$ cat src/rtl/mac_pkg.sv
package mac_pkg;
  localparam logic [1:0] SHIFT_LEFT  = 2'b01;
  localparam logic [1:0] SHIFT_RIGHT = 2'b10;

  typedef struct packed {
    logic is_signed;
    logic is_frac;
  } arith_t;

  function automatic arith_t decode_mode(input logic [1:0] mode);
    arith_t a;
    a.is_frac   = mode[1];
    a.is_signed = ~(~mode[1] & mode[0]);
    return a;
  endfunction
endpackage

$ cat src/rtl/mac_operand_sel.sv
module mac_operand_sel #(
  parameter int DATA_W = 32
) (
  input  logic [DATA_W-1:0] raw,
  input  logic              word,
  input  logic              hi,
  input  logic              sgn,
  output logic [DATA_W:0]   ext
);
  localparam int HALF_W = DATA_W / 2;
  localparam int PAD_W  = DATA_W + 1 - HALF_W;

  logic [HALF_W-1:0] half;

  always_comb begin
    half = hi ? raw[DATA_W-1:HALF_W] : raw[HALF_W-1:0];
    if (word) begin
      ext = {{PAD_W{sgn & half[HALF_W-1]}}, half};
    end else begin
      ext = {sgn & raw[DATA_W-1], raw};
    end
  end
endmodule

$ cat src/rtl/mac_product_stage.sv
module mac_product_stage
  import mac_pkg::*;
#(
  parameter int DATA_W = 32,
  parameter int ACC_W  = 40,
  parameter int IDX_W  = 2
) (
  input  logic             clk,
  input  logic             rst_n,
  input  logic             in_valid,
  input  logic [DATA_W:0]  ex,
  input  logic [DATA_W:0]  ey,
  input  logic             word,
  input  logic             is_signed,
  input  logic             is_frac,
  input  logic [1:0]       shift,
  input  logic             sub,
  input  logic [IDX_W-1:0] idx,
  output logic             s1_valid,
  output logic [ACC_W-1:0] s1_prod,
  output logic             s1_povf,
  output logic             s1_sub,
  output logic             s1_signed,
  output logic [IDX_W-1:0] s1_idx
);
  localparam int PROD_W = 2 * DATA_W;
  localparam int XPAD_W = PROD_W - DATA_W - 1;
  localparam int FPAD_W = ACC_W - DATA_W - 1;

  logic [PROD_W-1:0] xw, yw, pf;
  logic [ACC_W-1:0]  p_int, p_frac, p_shift, prod_d;
  logic              long_ovf, left_ovf, fill, povf_d;

  assign xw = {{XPAD_W{ex[DATA_W]}}, ex};
  assign yw = {{XPAD_W{ey[DATA_W]}}, ey};
  assign pf = xw * yw;

  always_comb begin
    p_int  = pf[ACC_W-1:0];
    p_frac = {{FPAD_W{pf[PROD_W-1]}}, pf[PROD_W-1:DATA_W-1]};
    if (is_signed) begin
      long_ovf = ~((&pf[PROD_W-1:ACC_W-1]) | ~(|pf[PROD_W-1:ACC_W-1]));
      left_ovf = p_int[ACC_W-1] ^ p_int[ACC_W-2];
    end else begin
      long_ovf = |pf[PROD_W-1:ACC_W];
      left_ovf = p_int[ACC_W-1];
    end
    if (word) long_ovf = 1'b0;
    fill = is_signed & ~(~word & long_ovf) & p_int[ACC_W-1];
    p_shift = p_int;
    povf_d  = long_ovf;
    if (shift == SHIFT_LEFT) begin
      p_shift = {p_int[ACC_W-2:0], 1'b0};
      povf_d  = long_ovf | left_ovf;
    end else if (shift == SHIFT_RIGHT) begin
      p_shift = {fill, p_int[ACC_W-1:1]};
    end
    if (is_frac) begin
      prod_d = p_frac;
      povf_d = 1'b0;
    end else begin
      prod_d = p_shift;
    end
  end

  always_ff @(posedge clk or negedge rst_n) begin
    if (!rst_n) begin
      s1_valid  <= 1'b0;
      s1_prod   <= '0;
      s1_povf   <= 1'b0;
      s1_sub    <= 1'b0;
      s1_signed <= 1'b0;
      s1_idx    <= '0;
    end else begin
      s1_valid <= in_valid;
      if (in_valid) begin
        s1_prod   <= prod_d;
        s1_povf   <= povf_d;
        s1_sub    <= sub;
        s1_signed <= is_signed;
        s1_idx    <= idx;
      end
    end
  end

  a_r6_frac_no_povf: assert property (@(posedge clk) disable iff (!rst_n)
    (in_valid && is_frac) |=> !s1_povf);
  a_r3_word_no_povf: assert property (@(posedge clk) disable iff (!rst_n)
    (in_valid && word) |=> !s1_povf);
endmodule

$ cat src/rtl/mac_accum_bank.sv
module mac_accum_bank #(
  parameter int ACC_W   = 40,
  parameter int NUM_ACC = 4,
  parameter int IDX_W   = 2
) (
  input  logic                     clk,
  input  logic                     rst_n,
  input  logic                     op_valid,
  input  logic [ACC_W-1:0]         op_prod,
  input  logic                     op_povf,
  input  logic                     op_sub,
  input  logic                     op_signed,
  input  logic [IDX_W-1:0]         op_idx,
  input  logic                     wr_en,
  input  logic [1:0]               wr_mode,
  input  logic                     wr_omc,
  input  logic                     wr_v,
  input  logic [NUM_ACC-1:0]       wr_sticky,
  output logic [1:0]               mode_q,
  output logic                     omc_q,
  output logic                     v_q,
  output logic [NUM_ACC-1:0]       sticky_q,
  output logic                     done_q,
  output logic [NUM_ACC*ACC_W-1:0] acc_flat
);
  logic [ACC_W-1:0]   cur;
  logic [ACC_W:0]     a_ext, b_ext, sum;
  logic               acc_ovf, blocked;
  logic [1:0]         mode_d;
  logic               omc_d, v_d;
  logic [NUM_ACC-1:0] sticky_d, acc_we;

  assign cur   = acc_flat[op_idx*ACC_W +: ACC_W];
  assign a_ext = {op_signed & cur[ACC_W-1], cur};
  assign b_ext = {op_signed & op_prod[ACC_W-1], op_prod};
  assign sum   = op_sub ? (a_ext - b_ext) : (a_ext + b_ext);
  assign acc_ovf = op_signed ? (sum[ACC_W] ^ sum[ACC_W-1]) : sum[ACC_W];
  assign blocked = omc_q & sticky_q[op_idx];

  always_comb begin
    mode_d   = wr_en ? wr_mode   : mode_q;
    omc_d    = wr_en ? wr_omc    : omc_q;
    v_d      = wr_en ? wr_v      : v_q;
    sticky_d = wr_en ? wr_sticky : sticky_q;
    acc_we   = '0;
    if (op_valid) begin
      if (blocked) begin
        sticky_d[op_idx] = 1'b1;
        v_d              = 1'b1;
      end else begin
        sticky_d[op_idx] = op_povf | acc_ovf;
        v_d              = op_povf | acc_ovf;
        acc_we[op_idx]   = 1'b1;
      end
    end
  end

  always_ff @(posedge clk or negedge rst_n) begin
    if (!rst_n) begin
      mode_q   <= '0;
      omc_q    <= 1'b0;
      v_q      <= 1'b0;
      sticky_q <= '0;
      done_q   <= 1'b0;
    end else begin
      mode_q   <= mode_d;
      omc_q    <= omc_d;
      v_q      <= v_d;
      sticky_q <= sticky_d;
      done_q   <= op_valid;
    end
  end

  for (genvar g = 0; g < NUM_ACC; g++) begin : g_acc
    logic [ACC_W-1:0] acc_r;
    always_ff @(posedge clk or negedge rst_n) begin
      if (!rst_n) begin
        acc_r <= '0;
      end else if (acc_we[g]) begin
        acc_r <= sum[ACC_W-1:0];
      end
    end
    assign acc_flat[g*ACC_W +: ACC_W] = acc_r;
  end

  a_r9_block_holds: assert property (@(posedge clk) disable iff (!rst_n)
    (op_valid && omc_q && sticky_q[op_idx]) |=> ($stable(acc_flat) && v_q));
endmodule

$ cat src/rtl/mac_shift_unit.sv
module mac_shift_unit
  import mac_pkg::*;
#(
  parameter int DATA_W  = 32,
  parameter int ACC_W   = 40,
  parameter int NUM_ACC = 4,
  parameter int IDX_W   = $clog2(NUM_ACC),
  parameter int STAT_W  = 4 + NUM_ACC
) (
  input  logic              clk,
  input  logic              rst_n,
  input  logic              in_valid,
  input  logic [DATA_W-1:0] in_x,
  input  logic [DATA_W-1:0] in_y,
  input  logic              in_sub,
  input  logic              in_word,
  input  logic              in_hi_x,
  input  logic              in_hi_y,
  input  logic [1:0]        in_shift,
  input  logic [IDX_W-1:0]  in_acc,
  input  logic              stat_we,
  input  logic [STAT_W-1:0] stat_wdata,
  output logic [STAT_W-1:0] stat_rdata,
  input  logic [IDX_W-1:0]  rd_sel,
  output logic [ACC_W-1:0]  rd_acc,
  output logic              done,
  output logic              ovf
);
  logic rst_meta, rst_ns;
  always_ff @(posedge clk or negedge rst_n) begin
    if (!rst_n) begin
      rst_meta <= 1'b0;
      rst_ns   <= 1'b0;
    end else begin
      rst_meta <= 1'b1;
      rst_ns   <= rst_meta;
    end
  end

  logic [1:0]               mode_q;
  logic                     omc_q, v_q;
  logic [NUM_ACC-1:0]       sticky_q;
  logic [NUM_ACC*ACC_W-1:0] acc_flat;
  arith_t                   ar;

  assign ar = decode_mode(mode_q);

  logic [DATA_W-1:0] raw_op [2];
  logic              hi_op  [2];
  logic [DATA_W:0]   ext_op [2];
  assign raw_op[0] = in_x;
  assign raw_op[1] = in_y;
  assign hi_op[0]  = in_hi_x;
  assign hi_op[1]  = in_hi_y;

  for (genvar i = 0; i < 2; i++) begin : g_opsel
    mac_operand_sel #(.DATA_W(DATA_W)) u_sel (
      .raw (raw_op[i]),
      .word(in_word),
      .hi  (hi_op[i]),
      .sgn (ar.is_signed),
      .ext (ext_op[i])
    );
  end

  logic             s1_valid, s1_povf, s1_sub, s1_signed;
  logic [ACC_W-1:0] s1_prod;
  logic [IDX_W-1:0] s1_idx;

  mac_product_stage #(.DATA_W(DATA_W), .ACC_W(ACC_W), .IDX_W(IDX_W)) u_prod (
    .clk      (clk),
    .rst_n    (rst_ns),
    .in_valid (in_valid),
    .ex       (ext_op[0]),
    .ey       (ext_op[1]),
    .word     (in_word),
    .is_signed(ar.is_signed),
    .is_frac  (ar.is_frac),
    .shift    (in_shift),
    .sub      (in_sub),
    .idx      (in_acc),
    .s1_valid (s1_valid),
    .s1_prod  (s1_prod),
    .s1_povf  (s1_povf),
    .s1_sub   (s1_sub),
    .s1_signed(s1_signed),
    .s1_idx   (s1_idx)
  );

  mac_accum_bank #(.ACC_W(ACC_W), .NUM_ACC(NUM_ACC), .IDX_W(IDX_W)) u_bank (
    .clk      (clk),
    .rst_n    (rst_ns),
    .op_valid (s1_valid),
    .op_prod  (s1_prod),
    .op_povf  (s1_povf),
    .op_sub   (s1_sub),
    .op_signed(s1_signed),
    .op_idx   (s1_idx),
    .wr_en    (stat_we),
    .wr_mode  (stat_wdata[1:0]),
    .wr_omc   (stat_wdata[2]),
    .wr_v     (stat_wdata[3]),
    .wr_sticky(stat_wdata[STAT_W-1:4]),
    .mode_q   (mode_q),
    .omc_q    (omc_q),
    .v_q      (v_q),
    .sticky_q (sticky_q),
    .done_q   (done),
    .acc_flat (acc_flat)
  );

  assign stat_rdata = {sticky_q, v_q, omc_q, mode_q};
  assign ovf        = v_q;
  assign rd_acc     = acc_flat[rd_sel*ACC_W +: ACC_W];

  a_r10_done_after_two: assert property (@(posedge clk) disable iff (!rst_ns)
    in_valid |-> ##2 done);
  a_r10_idle_no_done: assert property (@(posedge clk) disable iff (!rst_ns)
    !in_valid |-> ##2 !done);
endmodule

$ cat config.mk
export PLATFORM = sky130hd
export DESIGN_NAME = mac_shift_unit
export DESIGN_NICKNAME = d
export VERILOG_FILES = /design/src/rtl/mac_pkg.sv /design/src/rtl/mac_operand_sel.sv /design/src/rtl/mac_product_stage.sv /design/src/rtl/mac_accum_bank.sv /design/src/rtl/mac_shift_unit.sv
export SDC_FILE = /design/constraint.sdc
export NUM_CORES = 2
export LEC_CHECK = 0
export ABC_CLOCK_PERIOD_IN_PS = 18200
export BUFFER_PORTS_ARGS = -buffer_cell sky130_fd_sc_hd__buf_2
export CELL_PAD_IN_SITES_DETAIL_PLACEMENT = 0
export CELL_PAD_IN_SITES_GLOBAL_PLACEMENT = 1
export CORE_MARGIN = 3
export CORE_UTILIZATION = 55
export DETAILED_ROUTE_END_ITERATION = 16
export PLACE_DENSITY_LB_ADDON = 0.1
export SLEW_MARGIN = 10
export SYNTH_ARGS = -nofsm -noshare
export SYNTH_HDL_FRONTEND = slang
export SYNTH_SLANG_ARGS = --single-unit
$ cat constraint.sdc
create_clock -name clk -period 18.2 [get_ports clk]
set_clock_uncertainty 0.15 [all_clocks]
set_input_delay 1.82 -clock clk [delete_from_list [all_inputs] [get_ports clk]]
set_output_delay 1.82 -clock clk [all_outputs]
set_load 0.02 [all_outputs]
---- Yosys cells after proc, flatten, opt, wreduce, memory -nomap -nowiden ----
Cells that the tools add are included.
storage, ports and cells
  word-level logic and storage cells ...... 83
  output and inout bits ................... 50
  register bits ........................... 217
cells by class
  reduce and logical (&&, ||, !) cells .... 5
  bitwise operators ....................... 23
  magnitude comparators ................... 2
  $add $sub $neg .......................... 2
  shift operators ......................... 2
  equality and inequality tests ........... 2
  $mul .................................... 3
  mux-type cells .......................... 27
operators by type and width
  operator             number
  $shiftx 160x9->40    2
  $mux 40              3
  $mux 33              2
  $mul 33x33->64       1
  $add 41x41->41       1
  $mux 41              1
  $sub 41x41->41       1
  $mux 16              2
  $reduce_and 25->1    1
  $reduce_or 25->1     1
  $reduce_or 24->1     1
  $mux 4               5
  $and 1x1->1          11
  $mux 1               11
  $mul 2x3->5 const B  2
  $not 1->1            6
  $bwmux 4             1
  $or 4x4->4           1
  $lt 2x3->1 const B   1
  $or 1x1->1           3
  $bmux 1 s2           1
  $demux 1 s2          1
  $eq 2x1->1 const B   1
  $eq 2x2->1 const B   1
  4 further kinds      5

---- Depth between registers and ports, before layout ----
  word-level depth ........................ 19
  gate-level depth with buffers ........... 39
  gate-level depth less buffers ........... 34

---- By module ----
Synthesis repeated with hierarchy kept, for this count alone.
unflattened totals
  cells, all modules ...................... 5,893
  area, all modules ....................... 53,921.7 um^2
by module, submodules not included
  module             instances  area each (um^2)  cells each
  mac_product_stage  1          41,876.4          4,621
  mac_accum_bank     1          10,184.8          1,063
  mac_shift_unit     1          1,087.3           55
  mac_operand_sel    2          386.6             77

---- Least setup slack after synthesis ----
OpenSTA, ideal clock, no wires.
  path type ............................... input to register
  from .................................... input port in_word
  to ...................................... register u_prod.s1_povf
  stages .................................. 36
  setup time .............................. 0.129 ns
  path buffers ............................ 4
  required time ........................... 17.921 ns
  slack ................................... 6.263 ns
  arrival ................................. 11.658 ns
  path through ............................ clkbuf_1 nand2_1 clkbuf_1 buf_1 mux2_2 nand2_1 inv_1 fa_1 fa_1 inv_1 fa_1 inv_1 fa_1 inv_1 fa_1 inv_1 fa_1 fa_1 inv_1 fa_1 inv_1 ha_1 clkbuf_1 nand3_1 nor3b_2 o2111ai_1 a21oi_1 o21ai_2 a21boi_2 nor4_1 a211o_1 or4_1 or4b_1 or4_4 a22oi_2 o22ai_1
on the way
  cells in the longest elaborated chain, start to end .. 11
  elaborated cells on any way between the ends .. 16
  those cells by class .................... mul: 1; mux: 7; bitwise: 5; reduce/logical: 3
RTL lines
  element               RTL line                 text
  start, declared       mac_shift_unit.sv:16     input logic in_word,
  $mux 33               mac_operand_sel.sv:17    if (word) begin
  $mul 33x33->64        mac_product_stage.sv:36  assign pf = xw * yw;
  $reduce_or 25->1      mac_product_stage.sv:42  long_ovf = ~((&pf[PROD_W-1:ACC_W-1]) | ~(|pf[PROD_W-1:ACC_W-1]));
  $not 1->1             mac_product_stage.sv:42
  $or 1x1->1            mac_product_stage.sv:42
  $not 1->1             mac_product_stage.sv:42
  $mux 1                mac_product_stage.sv:41  if (is_signed) begin
  $mux 1                mac_product_stage.sv:48  if (word) long_ovf = 1'b0;
  $or 1x1->1            mac_product_stage.sv:54  povf_d = long_ovf | left_ovf;
  $mux 1 *              mac_product_stage.sv:52  if (shift == SHIFT_LEFT) begin
  $mux 1 *              mac_product_stage.sv:58  if (is_frac) begin
  end signal, assigned  mac_product_stage.sv:78  s1_povf <= povf_d;
  end, declared         mac_product_stage.sv:21  output logic s1_povf,
Every way passes the cells marked *; elsewhere a longest branch is shown, timed or not.
A chain may end at the register's enable or synchronous reset.

---- Worst setup path after layout ----
Same ends and word-level chain as after synthesis.

==> impl_metrics.csv <==
group,metric,value,unit
status,status,"finished, final reports clean",
cts,ctsHoldBuffers,0,
synthesis,synth_compound_area_share,7.86,%
routing,viasPerCell,5.85,
synthesis,netlist_top_cells_count,"inv_1 (1157), fa_1 (1126), nand2_1 (841)",
sta,setup_viol,0,
sta,slew_violations,0,
synthesis,yosysTopAreaCell,"fa_1",
cts,cts-resized-gates,0,
global_routing,globalRouteTotalUtil,36.2,%
sta,timing.setup.tns,0,ns
synthesis,synth.most_common_cell,"inv_1",
hold_path,hp-class,"reg -> async",
floorplan,die_y,314,um
placement,place_inst,6990,
synthesis,yosys_warnings,0,
cts,clockBufferDepth,3,
routing,drt_first_pass_iters,6,
floorplan,die_x,314,um
synthesis,synth_cell_types,82,
synthesis,yosys.area_share.simple,13.3,%
finish,final_cells,7034,
cts,cts-buffers-inserted,20,
routing,drt_iter0_drc,3870,
floorplan,ios,136,
placement,dp.final_hpwl,135,mm
sta,clock.fmax,73.2,MHz
synthesis,synth-seq-cells,217,
global_routing,grt_max_degree,172,
critical_path,max_stage_delay,1.08,ns
critical_path,path_class,"in -> reg",
sta,post-route-period-util,75.0,%
routing,wl_per_cell,24.5,um
sta,slew_headroom,10.8,%
cts,post-cts-setup-buffers,0,
sta,rsz0062_at_grt,"false",
cts,cts_sinks,217,
synthesis,synth_mux_area_share,6.06,%
global_routing,grt_pass1_vias,43100,
sta,hold_ws,0.200,ns
synthesis,synthTopCellsByArea,"fa_1 (43%), dfrtp_1 (10%), inv_1 (8.3%)",
synthesis,synth_top_family_by_area,"adder cells",
critical_path,slowest_stage,"mux2i_4",
routing,antenna_left,0,
floorplan,start_util,55.7,%
synthesis,synth_fa_ha_area_share,49.3,%
critical_path,crit_path_end_kind,"register",
run,cap_violations,0,
synthesis,synth_nets,7270,
placement,gp_congestion,0.995,
global_routing,grt_pass1_wl,266,mm
sta,tightest_slew,1.33,ns
routing,routed_wl,172,mm
synthesis,avgSynthCellArea,8.99,um2
critical_path,startpoint_type,"input port",
cts,clk_latency,0.52,ns
sta,fin_crit,13.65,ns
finish,nets,7223,
floorplan,core_area,93700,um2
critical_path,cp.required,18.43,ns
critical_path,startpoint,"in_word",
routing,via_count,41200,
finish,area_growth,5.39,%
synthesis,syn-instance-count,5805,
cts,clkTransAtPathRegs,0.08,ns
finish,final_layout_size_suffix_gt1_share,8.27,%
floorplan,die-area,98600,um2
cts,cts_tree,"built",
routing,drc,0,
sta,finalHoldViolCount,0,
critical_path,path_common_cell,"fa_1",
synthesis,synth-edff-count,0,
critical_path,cp.arrival,13.88,ns
synthesis,synthFlopType,"dfrtp_1",
cts,cts-htree-levels,1,
critical_path,regToRegStartpoint,"u_bank.mode_q[1]",
synthesis,seq_area_frac_synth,10.4,%
synthesis,yosys.area.top_type_share,43.2,%
cts,cts_root_buffer,"clkbuf_16",
placement,numPortBuffers,135,
floorplan,rows,112,
synthesis,synth_area,52200,um2
synthesis,async_reset_ff_share,100,%
critical_path,cp_max_fo,41,
synthesis,synth_xor_area_share,2.54,%
global_routing,grt_antenna_before_repair,8,
global_routing,overflow,0,
-- area by class of cell --
class / instances / area [um2]
well taps: 1254 / 1570
diodes: 10 / 25.0
clock buffers: 28 / 602
flip-flops and latches: 217 / 5440
clock inverters: 6 / 62.6
multi-input cells: 4129 / 41500
repair buffers: 232 / 1420
fillers: 8504 / 38800
inverters: 1158 / 4350
-- state kept, by name, summed over array words and instances (netlist names), 2 cells and up --
name and cells:
u_bank.g_acc.acc_r 160, u_prod.s1_prod 40, u_bank.sticky_q 4, u_bank.mode_q 2, u_prod.s1_idx 2
-- cells by family (layout without fill, tap and decap cells) --
group / count (synthesis) / after routing
and+or+nand+nor: 1707 / 1707
other: 1 / 11
adders and majority gates: 1379 / 1379
AOI/OAI and AO/OA: 684 / 684
buffers and inverters: 1459 / 1424
muxes: 208 / 208
DFF: 217 / 217
xor gates and xnor gates: 150 / 150
-- final timing paths --
path	endpoint	slack [ns]	cells past startpoint
max in group asynchronous	u_bank.g_acc[0].acc_r[35]	16.22	1
max reg2reg	u_prod.s1_povf	6.41	33
min in group clk	rst_ns	0.21	0
max	u_prod.s1_povf	4.55	33
min reg2reg	u_bank.g_acc[0].acc_r[9]	0.20	0
min	u_bank.g_acc[0].acc_r[9]	0.20	0
-- per-layer routing --
metal  part of all wire [%]  track usage [%]  vias to the layer above  routed length [um]
met5                  0.038                0                        -                  65
met4                    6.4             17.7                       10               11000
met3                     10             8.66                      482               17500
met2                     44             55.2                     1916               75700
met1                     39             49.0                    21100               67800
li1                       -                -                    17700                   -
-- worst max-delay path, delay by kind of cell --
kind,cells,cell delay (ns)
AOI/OAI and AO/OA,7,1.14
adders and majority gates,9,5.02
and+or+nand+nor,8,2.89
buffers and inverters,8,1.85
muxes,1,1.08
-- cells in the final DEF (no fill, tap or decap), types with 10 or more instances in the layout --
cell type,instances
inv_1,1157
fa_1,1126
nand2_1,836
nor2_1,652
ha_1,253
o21ai_0,241
dfrtp_1,214
a21oi_1,180
buf_2,135
xnor2_1,105
buf_4,96
mux4_2,81
mux2i_1,55
mux2_2,53
xor2_1,44
o21a_1,42
a21o_1,37
nand3_1,33
nor2b_1,25
nor3_1,23
nor4_1,21
a211oi_1,21
clkbuf_16,21
nand4_1,20
nand2b_1,18
and3_1,17
and2_1,17
o211ai_1,17
o21ai_1,16
a31oi_1,16
o21ai_2,14
o21bai_1,13
diode_2,10
mux2i_2,10
-- through the flow --
step	area, um2	setup WS, ns	utilization (%)
5_1_grt	55000	4.03	58.6
3_5_place_dp	54300	4.18	57.9
6_report	55000	4.55	58.6
4_1_cts	55000	4.68	58.6
2_1_floorplan	52200	6.26	-
3_3_place_gp	54300	4.37	57.9
Power is not shown: default switching activity piles up to over one toggle a cycle in this logic, so the estimate is an artifact.
